===== src/rtl/usart_ctrl_pkg.sv =====
package usart_ctrl_pkg;
  localparam int BYTE_W = 8;
  localparam int LEN_W  = 2;

  // command bit positions
  localparam int CMD_TXEN = 0;
  localparam int CMD_DTR  = 1;
  localparam int CMD_RXEN = 2;
  localparam int CMD_BRK  = 3;
  localparam int CMD_ECLR = 4;
  localparam int CMD_RTS  = 5;
  localparam int CMD_SRST = 6;
  localparam int CMD_HUNT = 7;

  // mode byte fields
  localparam int MODE_LEN_LO = 2;
  localparam int MODE_ONE_SYNC = 7;

  // command bits that persist as levels
  localparam logic [BYTE_W-1:0] CMD_KEEP =
    (BYTE_W'(1) << CMD_TXEN) | (BYTE_W'(1) << CMD_DTR) | (BYTE_W'(1) << CMD_RXEN) |
    (BYTE_W'(1) << CMD_BRK)  | (BYTE_W'(1) << CMD_RTS);

  typedef enum logic [1:0] {
    SEQ_MODE  = 2'd0,
    SEQ_SYNC1 = 2'd1,
    SEQ_SYNC2 = 2'd2,
    SEQ_CMD   = 2'd3
  } seqState_t;

  typedef struct packed {
    logic              standby;
    logic              statHold;
    logic              modeWr;
    logic              sync1Wr;
    logic              sync2Wr;
    logic              cmdWr;
    logic              dataWr;
    logic              dataRd;
    logic [BYTE_W-1:0] wrByte;
  } ctrlStb_t;
endpackage


===== src/rtl/usart_seq_ctrl.sv =====
module usart_seq_ctrl
  import usart_ctrl_pkg::*;
(
  input  logic              clk,
  input  logic              rstHw,
  input  logic              csN,
  input  logic              rdN,
  input  logic              wrN,
  input  logic              cdSel,
  input  logic [BYTE_W-1:0] busIn,
  input  logic              singleSync,
  output ctrlStb_t          stb
);
  seqState_t stQ, stD;
  logic wrActQ, wrCdQ, rdActQ, rdCdQ;
  logic [BYTE_W-1:0] wrByteQ;
  logic wrNow, rdNow, wrDone, rdDone;

  assign wrNow  = !csN && !wrN;
  assign rdNow  = !csN && !rdN;
  assign wrDone = wrActQ && !wrNow;
  assign rdDone = rdActQ && !rdNow;

  always_ff @(posedge clk or posedge rstHw) begin
    if (rstHw) begin
      stQ     <= SEQ_MODE;
      wrActQ  <= 1'b0;
      wrCdQ   <= 1'b0;
      wrByteQ <= '0;
      rdActQ  <= 1'b0;
      rdCdQ   <= 1'b0;
    end else begin
      stQ    <= stD;
      wrActQ <= wrNow;
      rdActQ <= rdNow;
      if (wrNow) begin
        wrCdQ   <= cdSel;
        wrByteQ <= busIn;
      end
      if (rdNow) rdCdQ <= cdSel;
    end
  end

  always_comb begin
    stb          = '0;
    stD          = stQ;
    stb.wrByte   = wrByteQ;
    stb.standby  = (stQ == SEQ_MODE);
    stb.statHold = rdNow && cdSel;
    stb.dataRd   = rdDone && !rdCdQ && (stQ != SEQ_MODE);
    if (wrDone) begin
      if (wrCdQ) begin
        unique case (stQ)
          SEQ_MODE: begin
            stb.modeWr = 1'b1;
            stD = (wrByteQ[1:0] == 2'b00) ? SEQ_SYNC1 : SEQ_CMD;
          end
          SEQ_SYNC1: begin
            stb.sync1Wr = 1'b1;
            stD = singleSync ? SEQ_CMD : SEQ_SYNC2;
          end
          SEQ_SYNC2: begin
            stb.sync2Wr = 1'b1;
            stD = SEQ_CMD;
          end
          SEQ_CMD: begin
            stb.cmdWr = 1'b1;
            if (wrByteQ[CMD_SRST]) stD = SEQ_MODE;
          end
          default: stD = SEQ_MODE;
        endcase
      end else if (stQ == SEQ_CMD) begin
        stb.dataWr = 1'b1;
      end
    end
  end
endmodule


===== src/rtl/usart_ctrl_dp.sv =====
module usart_ctrl_dp
  import usart_ctrl_pkg::*;
(
  input  logic              clk,
  input  logic              rstHw,
  input  ctrlStb_t          stb,
  input  logic              csN,
  input  logic              rdN,
  input  logic              cdSel,
  input  logic              txBufEmpty,
  input  logic              txAllEmpty,
  input  logic              txSerIn,
  input  logic              rxReady,
  input  logic [BYTE_W-1:0] rxByte,
  input  logic              parErrPulse,
  input  logic              ovrErrPulse,
  input  logic              frmErrPulse,
  input  logic              syncBrkIn,
  input  logic              ctsN,
  input  logic              dsrN,
  output logic              singleSync,
  output logic [BYTE_W-1:0] busOut,
  output logic              busOe,
  output logic [BYTE_W-1:0] modeByte,
  output logic [BYTE_W-1:0] syncChar1,
  output logic [BYTE_W-1:0] syncChar2,
  output logic              txEnable,
  output logic              rxEnable,
  output logic              huntPulse,
  output logic              txLoadStb,
  output logic [BYTE_W-1:0] txLoadByte,
  output logic              rxTakeStb,
  output logic              txdOut,
  output logic              dtrN,
  output logic              rtsN,
  output logic              txRdyPin,
  output logic              txEmpPin,
  output logic              rxRdyPin,
  output logic              syncBrkPin
);
  localparam logic [LEN_W-1:0] LEN_MAX = '1;

  logic [BYTE_W-1:0] modeQ, sync1Q, sync2Q, cmdQ, statQ, loadByteQ, statNow, charMask;
  logic peQ, ovQ, feQ, loadQ, huntQ, takeQ, errClr, live;

  assign live     = !stb.standby;
  assign charMask = {BYTE_W{1'b1}} >> (LEN_MAX - modeQ[MODE_LEN_LO +: LEN_W]);
  assign errClr   = stb.cmdWr && (stb.wrByte[CMD_ECLR] || stb.wrByte[CMD_SRST]);

  assign txEnable = live && cmdQ[CMD_TXEN];
  assign rxEnable = live && cmdQ[CMD_RXEN];
  assign statNow  = {!dsrN, syncBrkIn, feQ, ovQ, peQ, txAllEmpty, rxReady && rxEnable, txBufEmpty};

  always_ff @(posedge clk or posedge rstHw) begin
    if (rstHw) begin
      modeQ <= '0; sync1Q <= '0; sync2Q <= '0; cmdQ <= '0; statQ <= '0;
      peQ <= 1'b0; ovQ <= 1'b0; feQ <= 1'b0;
      loadQ <= 1'b0; loadByteQ <= '0; huntQ <= 1'b0; takeQ <= 1'b0;
    end else begin
      if (stb.modeWr)  modeQ  <= stb.wrByte;
      if (stb.sync1Wr) sync1Q <= stb.wrByte;
      if (stb.sync2Wr) sync2Q <= stb.wrByte;
      if (stb.cmdWr)   cmdQ   <= stb.wrByte[CMD_SRST] ? '0 : (stb.wrByte & CMD_KEEP);
      if (errClr) begin
        peQ <= 1'b0; ovQ <= 1'b0; feQ <= 1'b0;
      end else begin
        peQ <= peQ || parErrPulse;
        ovQ <= ovQ || ovrErrPulse;
        feQ <= feQ || frmErrPulse;
      end
      if (stb.standby)       statQ <= '0;
      else if (!stb.statHold) statQ <= statNow;
      loadQ <= stb.dataWr;
      if (stb.dataWr) loadByteQ <= stb.wrByte & charMask;
      huntQ <= stb.cmdWr && stb.wrByte[CMD_HUNT] && !stb.wrByte[CMD_SRST] && (modeQ[1:0] == 2'b00);
      takeQ <= stb.dataRd;
    end
  end

  assign singleSync = modeQ[MODE_ONE_SYNC];
  assign busOe      = !csN && !rdN;
  assign busOut     = (!busOe || stb.standby) ? '0 : (cdSel ? statQ : (rxByte & charMask));
  assign modeByte   = modeQ;
  assign syncChar1  = sync1Q;
  assign syncChar2  = sync2Q;
  assign huntPulse  = huntQ;
  assign txLoadStb  = loadQ;
  assign txLoadByte = loadByteQ;
  assign rxTakeStb  = takeQ;
  assign txdOut     = stb.standby ? 1'b1 : (cmdQ[CMD_BRK] ? 1'b0 : txSerIn);
  assign dtrN       = !(live && cmdQ[CMD_DTR]);
  assign rtsN       = !(live && cmdQ[CMD_RTS]);
  assign txRdyPin   = txEnable && txBufEmpty && !ctsN;
  assign txEmpPin   = live && txAllEmpty;
  assign rxRdyPin   = rxEnable && rxReady;
  assign syncBrkPin = live && syncBrkIn;
endmodule


===== src/rtl/usart_ctrl_front.sv =====
module usart_ctrl_front
  import usart_ctrl_pkg::*;
(
  input  logic              clk,
  input  logic              rstHw,
  input  logic              csN,
  input  logic              rdN,
  input  logic              wrN,
  input  logic              cdSel,
  input  logic [BYTE_W-1:0] busIn,
  output logic [BYTE_W-1:0] busOut,
  output logic              busOe,
  input  logic              txBufEmpty,
  input  logic              txAllEmpty,
  input  logic              txSerIn,
  input  logic              rxReady,
  input  logic [BYTE_W-1:0] rxByte,
  input  logic              parErrPulse,
  input  logic              ovrErrPulse,
  input  logic              frmErrPulse,
  input  logic              syncBrkIn,
  input  logic              ctsN,
  input  logic              dsrN,
  output logic              standby,
  output logic [BYTE_W-1:0] modeByte,
  output logic [BYTE_W-1:0] syncChar1,
  output logic [BYTE_W-1:0] syncChar2,
  output logic              txEnable,
  output logic              rxEnable,
  output logic              huntPulse,
  output logic              txLoadStb,
  output logic [BYTE_W-1:0] txLoadByte,
  output logic              rxTakeStb,
  output logic              txdOut,
  output logic              dtrN,
  output logic              rtsN,
  output logic              txRdyPin,
  output logic              txEmpPin,
  output logic              rxRdyPin,
  output logic              syncBrkPin
);
  ctrlStb_t stb;
  logic singleSync;

  usart_seq_ctrl ctrl_i (
    .clk(clk), .rstHw(rstHw), .csN(csN), .rdN(rdN), .wrN(wrN), .cdSel(cdSel),
    .busIn(busIn), .singleSync(singleSync), .stb(stb)
  );

  usart_ctrl_dp dp_i (
    .clk(clk), .rstHw(rstHw), .stb(stb), .csN(csN), .rdN(rdN), .cdSel(cdSel),
    .txBufEmpty(txBufEmpty), .txAllEmpty(txAllEmpty), .txSerIn(txSerIn),
    .rxReady(rxReady), .rxByte(rxByte), .parErrPulse(parErrPulse),
    .ovrErrPulse(ovrErrPulse), .frmErrPulse(frmErrPulse), .syncBrkIn(syncBrkIn),
    .ctsN(ctsN), .dsrN(dsrN), .singleSync(singleSync), .busOut(busOut), .busOe(busOe),
    .modeByte(modeByte), .syncChar1(syncChar1), .syncChar2(syncChar2),
    .txEnable(txEnable), .rxEnable(rxEnable), .huntPulse(huntPulse),
    .txLoadStb(txLoadStb), .txLoadByte(txLoadByte), .rxTakeStb(rxTakeStb),
    .txdOut(txdOut), .dtrN(dtrN), .rtsN(rtsN), .txRdyPin(txRdyPin),
    .txEmpPin(txEmpPin), .rxRdyPin(rxRdyPin), .syncBrkPin(syncBrkPin)
  );

  assign standby = stb.standby;
endmodule


===== config.mk =====
export PLATFORM = sky130hd
export DESIGN_NAME = usart_ctrl_front
export DESIGN_NICKNAME = d
export VERILOG_FILES = /design/src/rtl/usart_ctrl_pkg.sv /design/src/rtl/usart_seq_ctrl.sv /design/src/rtl/usart_ctrl_dp.sv /design/src/rtl/usart_ctrl_front.sv
export SDC_FILE = /design/constraint.sdc
export NUM_CORES = 1
export LEC_CHECK = 0
export BUFFER_PORTS_ARGS = -buffer_cell sky130_fd_sc_hd__buf_2
export CAP_MARGIN = 40
export CORE_MARGIN = 1
export CORE_UTILIZATION = 46
export CTS_CLUSTER_DIAMETER = 150
export DETAILED_ROUTE_END_ITERATION = 12
export GPL_TIMING_DRIVEN = 0
export PLACE_DENSITY = 0.75
export SYNTH_ARGS = -nofsm -noshare
export SYNTH_HDL_FRONTEND = slang
export SYNTH_SLANG_ARGS = --single-unit

===== constraint.sdc =====
create_clock -name clk -period 1.8 [get_ports clk]
set_input_delay 0.18 -clock clk [delete_from_list [all_inputs] [get_ports clk]]
set_output_delay 0.18 -clock clk [all_outputs]
set_load 0.005 [all_outputs]

## After elaboration in Yosys (flattened, before gate mapping)

Index checks and enable logic that the tools add are counted.

| storage, ports and cells | value |
|---|---|
| latch bits | 0 |
| ROM bits | 0 |
| RAM bits | 0 |
| input bits | 32 |
| logic and storage cells | 90 |
| memories | 0 |
| register bits after elaboration | 66 |

| operators by class | value |
|---|---|
| reductions and logical operators | 42 |
| multiplexer cells | 21 |
| magnitude comparators | 0 |
| multiply operators | 0 |
| div/mod/pow operators | 0 |
| eq/ne operators | 5 |
| shift operators | 1 |
| bitwise logic cells | 2 |
| add/subtract/negate cells | 1 |

Operator list:

| operator | number |
|---|---|
| two-way mux 8 bit | 4 |
| logical AND 1 bit | 20 |
| bitwise AND 8 bit | 2 |
| logical NOT 1 bit | 12 |
| two-way mux 1 bit | 11 |
| case mux 2 bit (4 select lines) | 1 |
| >> shifter 8 x 2 -> 8 bit, first input constant | 1 |
| logical NOT 2 bit | 3 |
| two-way mux 6 bit | 1 |
| logical OR 1 bit | 5 |
| two-way mux 5 bit | 1 |
| == test 2 bit, second input constant | 2 |
| two-way mux 2 bit | 2 |
| two-way mux 4 bit | 1 |
| AND reduction 3 bit | 1 |
| == test 2 x 1 -> 1 bit, second input constant | 1 |
| != test 2 x 1 -> 1 bit, second input constant | 1 |
| != test 2 bit, second input constant | 1 |
| nonzero test 2 bit | 1 |
| subtractor 2 bit, first input constant | 1 |

## Depth between registers and ports, before layout

Gate-level depths: netlist of run 1.

| depth | value |
|---|---|
| depth in word-level cells | 8 |
| mapped depth | 6 |
| gate-level depth less buffers | 5 |

## Modules after synthesis

Synthesis of run 1 repeated with hierarchy kept, for this count alone.

| unflattened totals | value |
|---|---|
| cell total of the unflattened synthesis | 222 |
| area total of the unflattened synthesis | 2821.5 µm² |

Modules (own cells, without submodules):

| module | sequential area each (µm²) | instances | cells each | area an instance (µm²) |
|---|---|---|---|---|
| usart_ctrl_dp | 1276.2 | 1 | 171 | 2152.1 |
| usart_seq_ctrl | 350.3 | 1 | 51 | 669.4 |

## Worst setup path after synthesis of run 1

OpenSTA, ideal clock, no wires.

| timing path | value |
|---|---|
| path kind | register -> output |
| start | reg ctrl_i.stQ[0] |
| end | out busOut[6] |
| path slack | 189 ps |
| cell stages (with the launch flop) | 6 |
| data required time | 1620 ps |
| arrival time | 1431 ps |
| path through | dfrtp_1 inv_1 ha_1 or3_1 clkbuf_1 a21oi_1 |

| on the way | value |
|---|---|
| word-level cells in the longest chain between the ends | 3 |

Ends and longest elaborated chain:

| element | RTL line | source |
|---|---|---|
| start, declared | usart_seq_ctrl.sv:14 | `seqState_t stQ, stD;` |
| start signal, assigned | usart_seq_ctrl.sv:33 | `stQ <= stD;` |
| logical NOT 2 bit | usart_seq_ctrl.sv:48 | `stb.standby = (stQ == SEQ_MODE);` |
| via standby | usart_ctrl_front.sv:24 | `output logic standby,` |
| logical OR 1 bit | usart_ctrl_dp.sv:82 | `assign busOut = (!busOe \|\| stb.standby) ? '0 : (cdSel ? statQ : (rxByte & charMask));` |
| two-way mux 8 bit | usart_ctrl_dp.sv:82 |  |
| end, declared | usart_ctrl_front.sv:11 | `output logic [BYTE_W-1:0] busOut,` |

The timed path passes the listed nets, and every way through them passes these cells.

## Worst setup path in the final report of run 1

| timing path | value |
|---|---|
| start | reg ctrl_i.stQ[0] |
| end | out busOut[6] |

| on the way | value |
|---|---|
| word-level cells in the longest chain between the ends | 3 |

Ends and longest elaborated chain:

| element | RTL line |
|---|---|
| logical NOT 2 bit | usart_seq_ctrl.sv:48 |
| logical OR 1 bit | usart_ctrl_dp.sv:82 |
| two-way mux 8 bit | usart_ctrl_dp.sv:82 |

Every way passes these cells.

==> impl_metrics.csv, run 1 <==
group,metric,value,unit
run_status,status,"finished, violations left",
run_status,violations,"setup timing",
power_and_ir_drop,worst_ir_drop_vdd,0.778,mV
clock_tree,numCtsBuffers,9,
floorplanning,die_x,82.1,microns
yosys,synth_enable_flop_cells,0,
placement,place_congestion,0.764,
min_path,hp-class,"in -> reg",
floorplanning,dieHeight,82.1,microns
yosys,netlist_area,2950,sq um
clock_tree,htreeDepth,3,
routing,met3_length,316,microns
placement,portBuffers,85,
sta,post-route-min-period,1.80,ns
routing,vias,2115,
routing,drt_iter0_drc,148,
worst_setup_path,cp.required,1.62,ns
worst_setup_path,r2r_slack,0.17,ns
finish,final_cells,412,
sta,fin_tns_setup,-0.00142,ns
placement,dpl.hpwl,4.68,mm
yosys,synth_cell_types,39,
sta,hold_viol_final,0,
sta,clock-skew-final,0.00397,ns
finish,antenna_cells,0,
power_and_ir_drop,power.total,5.44,mW
global_routing,antenna_found_initial,0,
finish,syn_to_final_growth,27.8,%
floorplanning,start_util,48.7,%
worst_setup_path,critPathBufInv,2,
finish,drive_above_1_share,48.4,%
finish,final_nets,368,
sta,max_freq,555,MHz
worst_setup_path,slowest_stage,"or3_4",
worst_setup_path,path_class,"reg -> out",
routing,routed.top_layer,"met4",
routing,firstDrtPassIters,4,
sta,relSlewSlack,40.5,%
global_routing,first_global_vias,2095,
yosys,yosys_warnings,0,
yosys,syn_area_per_cell,12.8,sq um
run,drv_cap,0,
yosys,async_flop_share,100,%
global_routing,overflow,0,
yosys,yosysSeqAreaShare,55.1,%
yosys,synth.net_count,266,
sta,drv_slew,0,
power_and_ir_drop,leakage,1.95,nW
sta,fin_crit_sh,100,%
global_routing,grt_max_degree,35,
yosys,syn_inst,230,
routing,routed_wl,6.84,mm
global_routing,grt_pass1_wl,10.7,mm
yosys,synth-seq-cells,65,
worst_setup_path,cp_top_family,"simple AND/OR/NAND/NOR gates",
routing,wl_met2,3.49,mm
clock_tree,clock_latency,0.34,ns
clock_tree,clock-sinks,65,
sta,worst_pin_slew,0.890,ns
worst_setup_path,max_stage_delay,0.39,ns
yosys,synth_ff_type,"dfrtp_1",
clock_tree,root_buffer,"clkbuf_8",
floorplanning,io_pins,86,
sta,setup_violations,1,
clock_tree,cts_tree,"built",
floorplanning,core,6060,sq um
placement,dp_slack,-0.122,ns
finish,final_util,62.3,%
worst_setup_path,crit_fanout,8,
placement,dp_cells,391,
floorplanning,num_rows,28,
worst_setup_path,arrival,1.62,ns
routing,drt-met1-wl,2.91,mm
routing,drtAntennaViolNets,0,
worst_setup_path,crit_chain,"inv_2, ha_4, or3_4, a21oi_1, buf_2",
clock_tree,cts_buffer_depth,2,
routing,vias_per_cell,5.13,
routing,route.detailed.drc,0,
global_routing,track_usage,22.4,%
worst_setup_path,crit_path_start_kind,"flop",
routing,wl_per_cell,16.6,microns
clock_tree,clk_pin_slew,0.07,ns
floorplanning,die_area,6740,sq um
power_and_ir_drop,p_per_area,1440,nW/um^2
sta,layout_setup_ws,-0.00142,ns
worst_setup_path,end_kind,"primary output",
sta,rsz0062_at_grt,"true",
==> synth_stat cells, types with 2 or more instances <==
| master | number | area, sq um |
|---|---|---|
| a211oi_1 | 2 | 15.0 |
| a21oi_1 | 11 | 55.1 |
| buf_2 | 4 | 20.0 |
| buf_6 | 2 | 22.5 |
| clkbuf_1 | 3 | 11.3 |
| dfrtp_1 | 65 | 1630 |
| ha_1 | 4 | 50.1 |
| inv_1 | 6 | 22.5 |
| mux2_2 | 9 | 101 |
| mux2_4 | 30 | 450 |
| mux2i_1 | 7 | 70.1 |
| nand2_1 | 23 | 86.3 |
| nand2_8 | 3 | 60.1 |
| nand2b_1 | 9 | 56.3 |
| nor2_1 | 18 | 67.6 |
| nor2b_1 | 4 | 25.0 |
| o21ai_0 | 8 | 40.0 |
==> final cells by class <==
cell class                      instances  area (sq um)
Buffer                                 10          73.8
Clock buffer                           13           149
Clock inverter                          3          40.0
Fill cell                             485          2290
Inverter                                6          26.3
Multi-Input combinational cell        148          1270
Sequential cell                        65          1630
Tap cell                               75          93.8
Timing Repair Buffer                   92           495
==> flip-flops by register name, summed over array words and instances, names as in the netlist, 2 cells and up <==
| name | flops |
|---|---|
| dp_i.txLoadByte | 8 |
| ctrl_i.stQ | 2 |
| ctrl_i.wrByteQ | 8 |
| dp_i.syncChar2 | 8 |
| dp_i.modeByte | 8 |
| dp_i.statQ | 8 |
| dp_i.syncChar1 | 8 |
| dp_i.cmdQ | 5 |
==> cells in the final DEF (no fill, tap or decap), types with 4 or more instances in the layout <==
master and instances:
mux2_2 9, clkbuf_1 5, dfrtp_1 65, buf_4 5, nand2b_1 9, nor2_1 17
mux2i_1 7, o21ai_0 8, a21oi_1 10, clkbuf_8 10, mux2_4 30, buf_6 4
nand2_1 23, buf_2 87
==> per-stage QoR <==
| stage | instance area [sq um] | hold WS [ns] |
|---|---|---|
| final | 3770 | 0.0653 |
| after global routing | 3770 | 0.0612 |
| after CTS | 3750 | 0.0522 |
| after floorplan | 2960 | 0.270 |
| after global placement | 3480 | 0.356 |
| after detailed placement | 3500 | 0.334 |
==> per-layer routing <==
metal	GRT usage, %	vias up
li1	-	995
met1	30.0	1053
met2	34.7	57
met3	4.62	10
met4	11.2	0
met5	0	-
==> path summary, 6_finish.rpt <==
path | startpoint | to | cells past startpoint
setup / recovery | ctrl_i.stQ[0] | busOut[6] | 5
hold / removal | ovrErrPulse | dp_i.ovQ | 3
setup reg to reg | ctrl_i.stQ[1] | dp_i.txLoadByte[2] | 5
hold reg to reg | ctrl_i.rdCdQ | dp_i.rxTakeStb | 1
max in group asynchronous | rstHw | dp_i.ovQ | 4
min in group asynchronous | rstHw | dp_i.syncChar1[3] | 3
==> logic make-up after synthesis <==
family          after synthesis  synth area share [%]
compound gates               28                  5.72
mux                          46                  21.1
fa+ha+maj                     4                  1.69
flops                        65                  55.1
simple gates                 70                  13.5
buf+inv                      17                  2.97
==> power breakdown <==
| group | leakage, nW | switching (mW) | internal (mW) |
|---|---|---|---|
| clock network | 0.0974 | 0.527 | 0.675 |
| registers | 0.805 | 0.366 | 1.96 |
| logic | 1.05 | 0.807 | 1.11 |
==> worst min-delay path, stage by stage <==
cell,delay (ns)
buf_2,0.07
nor2_1,0.03
nor2_1,0.08
==> what timing repair did <==
item                                    CTS  global route
buffers inserted                          3             1
resized for setup                         7             6
endpoints found under the hold margin    32             0
pin swaps                                 2             1
endpoints found under the setup margin   16            11
hold buffers                              2             0
No activity file was read; power rests on OpenSTA's default activity.
==> inputs of run 2 (changes only) <==
--- a/config.mk
+++ b/config.mk
@@ -12,7 +12,8 @@
 export CTS_CLUSTER_DIAMETER = 150
 export DETAILED_ROUTE_END_ITERATION = 12
 export GPL_TIMING_DRIVEN = 0
-export PLACE_DENSITY = 0.75
+export PLACE_DENSITY = 0.76
 export SYNTH_ARGS = -nofsm -noshare
 export SYNTH_HDL_FRONTEND = slang
+export SYNTH_HIERARCHICAL = 1
 export SYNTH_SLANG_ARGS = --single-unit
==> impl_metrics.csv, run 2 <==
group,metric,value,unit
floorplanning,dieHeight,80.3,microns
routing,met3_length,484,microns
worst_setup_path,max_stage_delay,0.45,ns
routing,wl_met2,3.05,mm
clock_tree,clk_pin_slew,0.07,ns
yosys,yosysMostFrequentCell,"dfrtp_1",
worst_setup_path,slowest_stage,"or3_4",
floorplanning,start_util,47.7,%
yosys,synth_cell_types,36,
routing,routed_wl,6.35,mm
floorplanning,die_x,80.3,microns
clock_tree,htreeDepth,3,
worst_setup_path,cp.required,1.62,ns
min_path,hold_end,"dp_i/feQ",
worst_setup_path,cp_top_family,"simple AND/OR/NAND/NOR gates",
yosys,async_flop_share,100,%
worst_setup_path,reg2reg_depth,6,
worst_setup_path,rr_startpoint,"ctrl_i/stQ[1]",
finish,final_nets,363,
sta,relSlewSlack,61.1,%
global_routing,first_global_vias,2167,
run,drv_cap,0,
clock_tree,clock-sinks,65,
yosys,synth.net_count,258,
worst_setup_path,r2r-end,"dp_i/txLoadByte[3]",
clock_tree,cts_tree,"built",
global_routing,overflow,0,
sta,clock-skew-final,0.00572,ns
finish,syn_to_final_growth,29.3,%
placement,dp_slack,-0.242,ns
yosys,synth_ff_type,"dfrtp_1",
run_status,status,"finished, violations left",
power_and_ir_drop,worst_ir_drop_vdd,0.782,mV
routing,routed.top_layer,"met4",
yosys,synth_largest_area_cell,"dfrtp_1",
routing,drt_iter0_drc,132,
min_path,hp-start,"frmErrPulse",
routing,drt-met1-wl,2.75,mm
worst_setup_path,crit_fanout,8,
finish,final_util,61.6,%
yosys,synth.top_cells.by_count,"65 x dfrtp_1, 39 x mux2_2, 16 x nor2_1",
min_path,holdPathStages,2,
sta,worst_pin_slew,0.582,ns
global_routing,grt_max_degree,37,
floorplanning,core,5920,sq um
clock_tree,cts_buffer_depth,2,
run_status,violations,"setup timing",
routing,wl_per_cell,15.6,microns
finish,drive_above_1_share,53.2,%
yosys,syn_inst,222,
min_path,hp-class,"in -> reg",
yosys,synth.area.top_cells,"dfrtp_1 58%, mux2_2 16%, mux2i_1 3.9%",
sta,hold_viol_final,0,
yosys,yosysSeqAreaShare,57.6,%
finish,antenna_cells,0,
yosys,synth-seq-cells,65,
power_and_ir_drop,leakage,1.81,nW
clock_tree,clock_latency,0.33,ns
floorplanning,num_rows,28,
yosys,yosysTopAreaCellShare,57.6,%
sta,layout_setup_ws,-0.0416,ns
placement,dpl.hpwl,4.39,mm
sta,rsz0062_at_grt,"true",
worst_setup_path,r2r_slack,0.08,ns
finish,layout_commonest_cell,"buf_2",
yosys,netlist_area,2820,sq um
sta,post-route-min-period,1.84,ns
worst_setup_path,arrival,1.66,ns
yosys,synth_enable_flop_cells,0,
finish,layout_common_cells,"89 x buf_2, 65 x dfrtp_1, 39 x mux2_2, 15 x nor2_1, 12 x clkbuf_8",
routing,drtAntennaViolNets,0,
placement,place_congestion,0.797,
worst_setup_path,crit_chain,"inv_2, ha_4, or3_4, a21oi_2, buf_2",
worst_setup_path,path_class,"reg -> out",
clock_tree,root_buffer,"clkbuf_8",
worst_setup_path,critPathBufInv,2,
floorplanning,die_area,6450,sq um
sta,setup_violations,8,
global_routing,track_usage,21.5,%
yosys,syn_area_per_cell,12.7,sq um
worst_setup_path,crit_path_start_kind,"flop",
routing,firstDrtPassIters,4,
global_routing,grt_pass1_wl,10.1,mm
yosys,yosys_warnings,6,
placement,portBuffers,85,
routing,vias_per_cell,5.13,
routing,vias,2081,
worst_setup_path,end_kind,"primary output",
floorplanning,io_pins,86,
sta,fin_crit_sh,102,%
sta,fin_tns_setup,-0.170,ns
sta,drv_slew,0,
sta,max_freq,543,MHz
global_routing,antenna_found_initial,0,
clock_tree,numCtsBuffers,9,
power_and_ir_drop,p_per_area,1410,nW/um^2
routing,route.detailed.drc,0,
[run 2: repair_timing]
action                                  CTS  global route
gates cloned                              0             0
endpoints found under the hold margin    29             0
setup buffers                             8             1
resized for setup                         7             7
pin swaps                                 4             0
endpoints found under the setup margin   26            16
hold buffers                              1             0
[run 2: final cells by class]
cell class	count	area, sq um
plain buffers	11	72.6
fillers	508	2270
clock buffers	12	165
repair buffers	95	515
well taps	75	93.8
inverters	12	45.0
clock inverters	3	15.0
flip-flops and latches	65	1630
multi-input cells	133	1110
[run 2: logic make-up (layout without fill, tap and decap cells)]
kind of cell	Yosys count	count (layout)	synth area share (%)
adder cells (fa/ha/maj)	4	4	1.77
flip-flops	65	65	57.6
AND/OR/NAND/NOR	54	54	11.1
buffers and inverters	24	133	4.12
multiplexers	50	50	19.5
AO/OA/AOI/OAI	25	25	5.85
[run 2: worst reg2reg max path, delay by kind of cell, from the launching register on]
kind | cells | cell delay, ns
flip-flops | 1 | 0.38
multiplexers | 1 | 0.33
buffers and inverters | 3 | 0.42
AND/OR/NAND/NOR | 1 | 0.30
adder cells (fa/ha/maj) | 1 | 0.18
[run 2: metrics by stage]
step	hold WS, ns	std cells	instance area (sq um)	power, mW
6_report	0.0511	406	3650	5.13
5_1_grt	0.0453	406	3650	5.47
4_1_cts	0.0378	406	3630	5.13
3_5_place_dp	0.187	383	3360	3.84
3_3_place_gp	0.256	382	3340	3.77
2_1_floorplan	0.0692	222	2820	3.12
[run 2: per-layer routing]
metal | vias up | track usage [%]
met1 | 1029 | 26.3
li1 | 964 | -
met3 | 6 | 6.93
met5 | - | 0
met2 | 82 | 35.3
met4 | 0 | 8.75
[run 2: worst max-delay path by stage]
stage	start	to	slack [ns]	cells after the start
5_1_grt	ctrl_i/stQ[1]	busOut[7]	-0.11	5
2_1_floorplan	ctrl_i/stQ[0]	dp_i/modeByte[0]	0.12	5
3_3_place_gp	rstHw	dp_i/syncChar1[2]	-0.29	2
4_1_cts	ctrl_i/stQ[1]	busOut[7]	-0.09	6
3_5_place_dp	ctrl_i/stQ[0]	dp_i/modeByte[7]	-0.24	5
6_report	ctrl_i/stQ[1]	busOut[7]	-0.04	5
[run 2: report_power, final]
part	switching [mW]	internal, mW
sequential	0.327	1.96
combinational	0.776	0.949
clock	0.515	0.598
==> inputs of run 3 (changes only) <==
--- a/config.mk
+++ b/config.mk
@@ -7,12 +7,13 @@
 export LEC_CHECK = 0
 export BUFFER_PORTS_ARGS = -buffer_cell sky130_fd_sc_hd__buf_2
 export CAP_MARGIN = 40
-export CORE_MARGIN = 1
+export CORE_MARGIN = 3
 export CORE_UTILIZATION = 46
 export CTS_CLUSTER_DIAMETER = 150
 export DETAILED_ROUTE_END_ITERATION = 12
 export GPL_TIMING_DRIVEN = 0
 export PLACE_DENSITY = 0.76
+export SKIP_LAST_GASP = 1
 export SYNTH_ARGS = -nofsm -noshare
 export SYNTH_HDL_FRONTEND = slang
 export SYNTH_HIERARCHICAL = 1
==> impl_metrics.csv, run 3 (same netlist as run 2, synthesis figures left out) <==
group,metric,value,unit
worst_setup_path,end_kind,"primary output",
floorplanning,num_rows,27,
finish,fill_cells,461,
placement,place_congestion,0.745,
worst_setup_path,slowest_stage,"or3_4",
routing,firstDrtPassIters,4,
worst_setup_path,arrival,1.66,ns
sta,hold_viol_final,0,
global_routing,first_global_vias,2098,
finish,final_cells,401,
worst_setup_path,crit_path_start_kind,"flop",
finish,drive_above_1_share,52.0,%
clock_tree,clk_pin_slew,0.07,ns
sta,fin_hold_ws,0.0565,ns
sta,setup_violations,8,
sta,worst_pin_slew,0.558,ns
global_routing,track_usage,19.4,%
clock_tree,htreeDepth,3,
floorplanning,core,5710,sq um
power_and_ir_drop,worst_ir_drop_vdd,0.920,mV
run,drv_cap,0,
finish,layout_common_cells,"89 x buf_2, 65 x dfrtp_1, 39 x mux2_2, 16 x nor2_1, 12 x clkbuf_8",
power_and_ir_drop,power.total,5.26,mW
power_and_ir_drop,p_per_area,1440,nW/um^2
sta,relSlewSlack,62.8,%
sta,rsz0062_at_grt,"true",
clock_tree,numCtsBuffers,9,
routing,drt_iter0_drc,93,
finish,final_area,3640,sq um
floorplanning,io_pins,86,
sta,drv_slew,0,
sta,max_freq,543,MHz
routing,vias,2054,
placement,dpl.hpwl,4.67,mm
finish,multiInputGateArea,1110,sq um
sta,fin_crit_sh,102,%
sta,layout_setup_ws,-0.0424,ns
run_status,violations,"setup timing",
power_and_ir_drop,leakage,1.80,nW
routing,drtAntennaViolNets,0,
placement,portBuffers,85,
finish,layout_commonest_cell,"buf_2",
worst_setup_path,path_class,"reg -> out",
placement,dp_slack,-0.246,ns
clock_tree,cts_tree,"built",
routing,wl_per_cell,16.1,microns
sta,fin_tns_setup,-0.151,ns
floorplanning,die_area,7110,sq um
finish,final_util,63.7,%
placement,dp_cells,380,
finish,antenna_cells,0,
finish,seqCellArea,1630,sq um
global_routing,grt_pass1_wl,10.9,mm
sta,post-route-min-period,1.84,ns
clock_tree,cts_buffer_depth,2,
sta,clock-skew-final,0.00800,ns
clock_tree,root_buffer,"clkbuf_8",
finish,syn_to_final_growth,29.0,%
global_routing,antenna_found_initial,0,
floorplanning,die_x,84.3,microns
clock_tree,clock-sinks,65,
placement,placed_area,3360,sq um
worst_setup_path,cp.required,1.62,ns
floorplanning,dieHeight,84.3,microns
floorplanning,start_util,49.4,%
run_status,status,"finished, violations left",
global_routing,grt_max_degree,36,
worst_setup_path,crit_fanout,8,
min_path,hp-class,"in -> reg",
worst_setup_path,max_stage_delay,0.45,ns
routing,route.detailed.drc,0,
routing,routed_wl,6.46,mm
global_routing,overflow,0,
finish,final_nets,360,
clock_tree,clock_latency,0.34,ns
routing,vias_per_cell,5.12,
worst_setup_path,crit_chain,"inv_2, ha_4, or3_4, a21oi_2, buf_2",
## run 3: changes by cell type in the layout (fill, tap and decap cells not counted), sizes merged
cell,previous run,this run
bufinv,0,1
clkbuf,14,17
clkinv,3,1
buf,103,99
## run 3: worst max-delay path: cells and delay by family (launching register included)
kind / cells / cell delay, ns
AO/OA/AOI/OAI: 1 / 0.14
AND/OR/NAND/NOR: 1 / 0.45
buffers and inverters: 2 / 0.19
adder cells (fa/ha/maj): 1 / 0.18
flip-flops: 1 / 0.38
## run 3: cell type report
cell class	count	share of cell area, %
Tap cell	72	2.48
Sequential cell	65	44.7
Inverter	12	1.24
Clock buffer	14	4.75
Multi-Input combinational cell	133	30.5
Timing Repair Buffer	93	13.8
Clock inverter	2	0.963
Buffer	10	1.58
## run 3: report_power, final
| group | internal, mW | switching (mW) |
|---|---|---|
| Clock | 0.753 | 0.521 |
| Sequential | 1.96 | 0.328 |
| Combinational | 0.918 | 0.773 |
| Total | 3.63 | 1.62 |
## run 3: timing repair
item                                    4_1_cts  5_1_grt
endpoints found under the setup margin       26       19
gates resized for setup                       5        4
hold buffers                                  1        0
gates cloned                                  0        0
hold endpoints to repair                     30        0
setup buffers                                 6        0
pin swaps                                     2        0
## run 3: layer usage
| layer | wire (microns) | up-vias | global-route usage (%) |
|---|---|---|---|
| met3 | 660 | 6 | 6.38 |
| met1 | 2840 | 986 | 26.6 |
| met5 | 0 | - | 0 |
| met4 | 44 | 0 | 7.02 |
| met2 | 2910 | 86 | 28.8 |
| li1 | - | 976 | - |
## run 3: worst paths after layout
kind,from,to,slack [ns],depth (start not counted)
max in group asynchronous,rstHw,dp_i/modeByte[0],0.92,4
min reg2reg,ctrl_i/rdCdQ,dp_i/rxTakeStb,0.45,1
max reg2reg,ctrl_i/stQ[1],dp_i/txLoadByte[0],0.10,5
min in group asynchronous,rstHw,dp_i/txLoadByte[4],0.38,3
max,ctrl_i/stQ[1],busOut[6],-0.04,5
min,frmErrPulse,dp_i/feQ,0.06,2
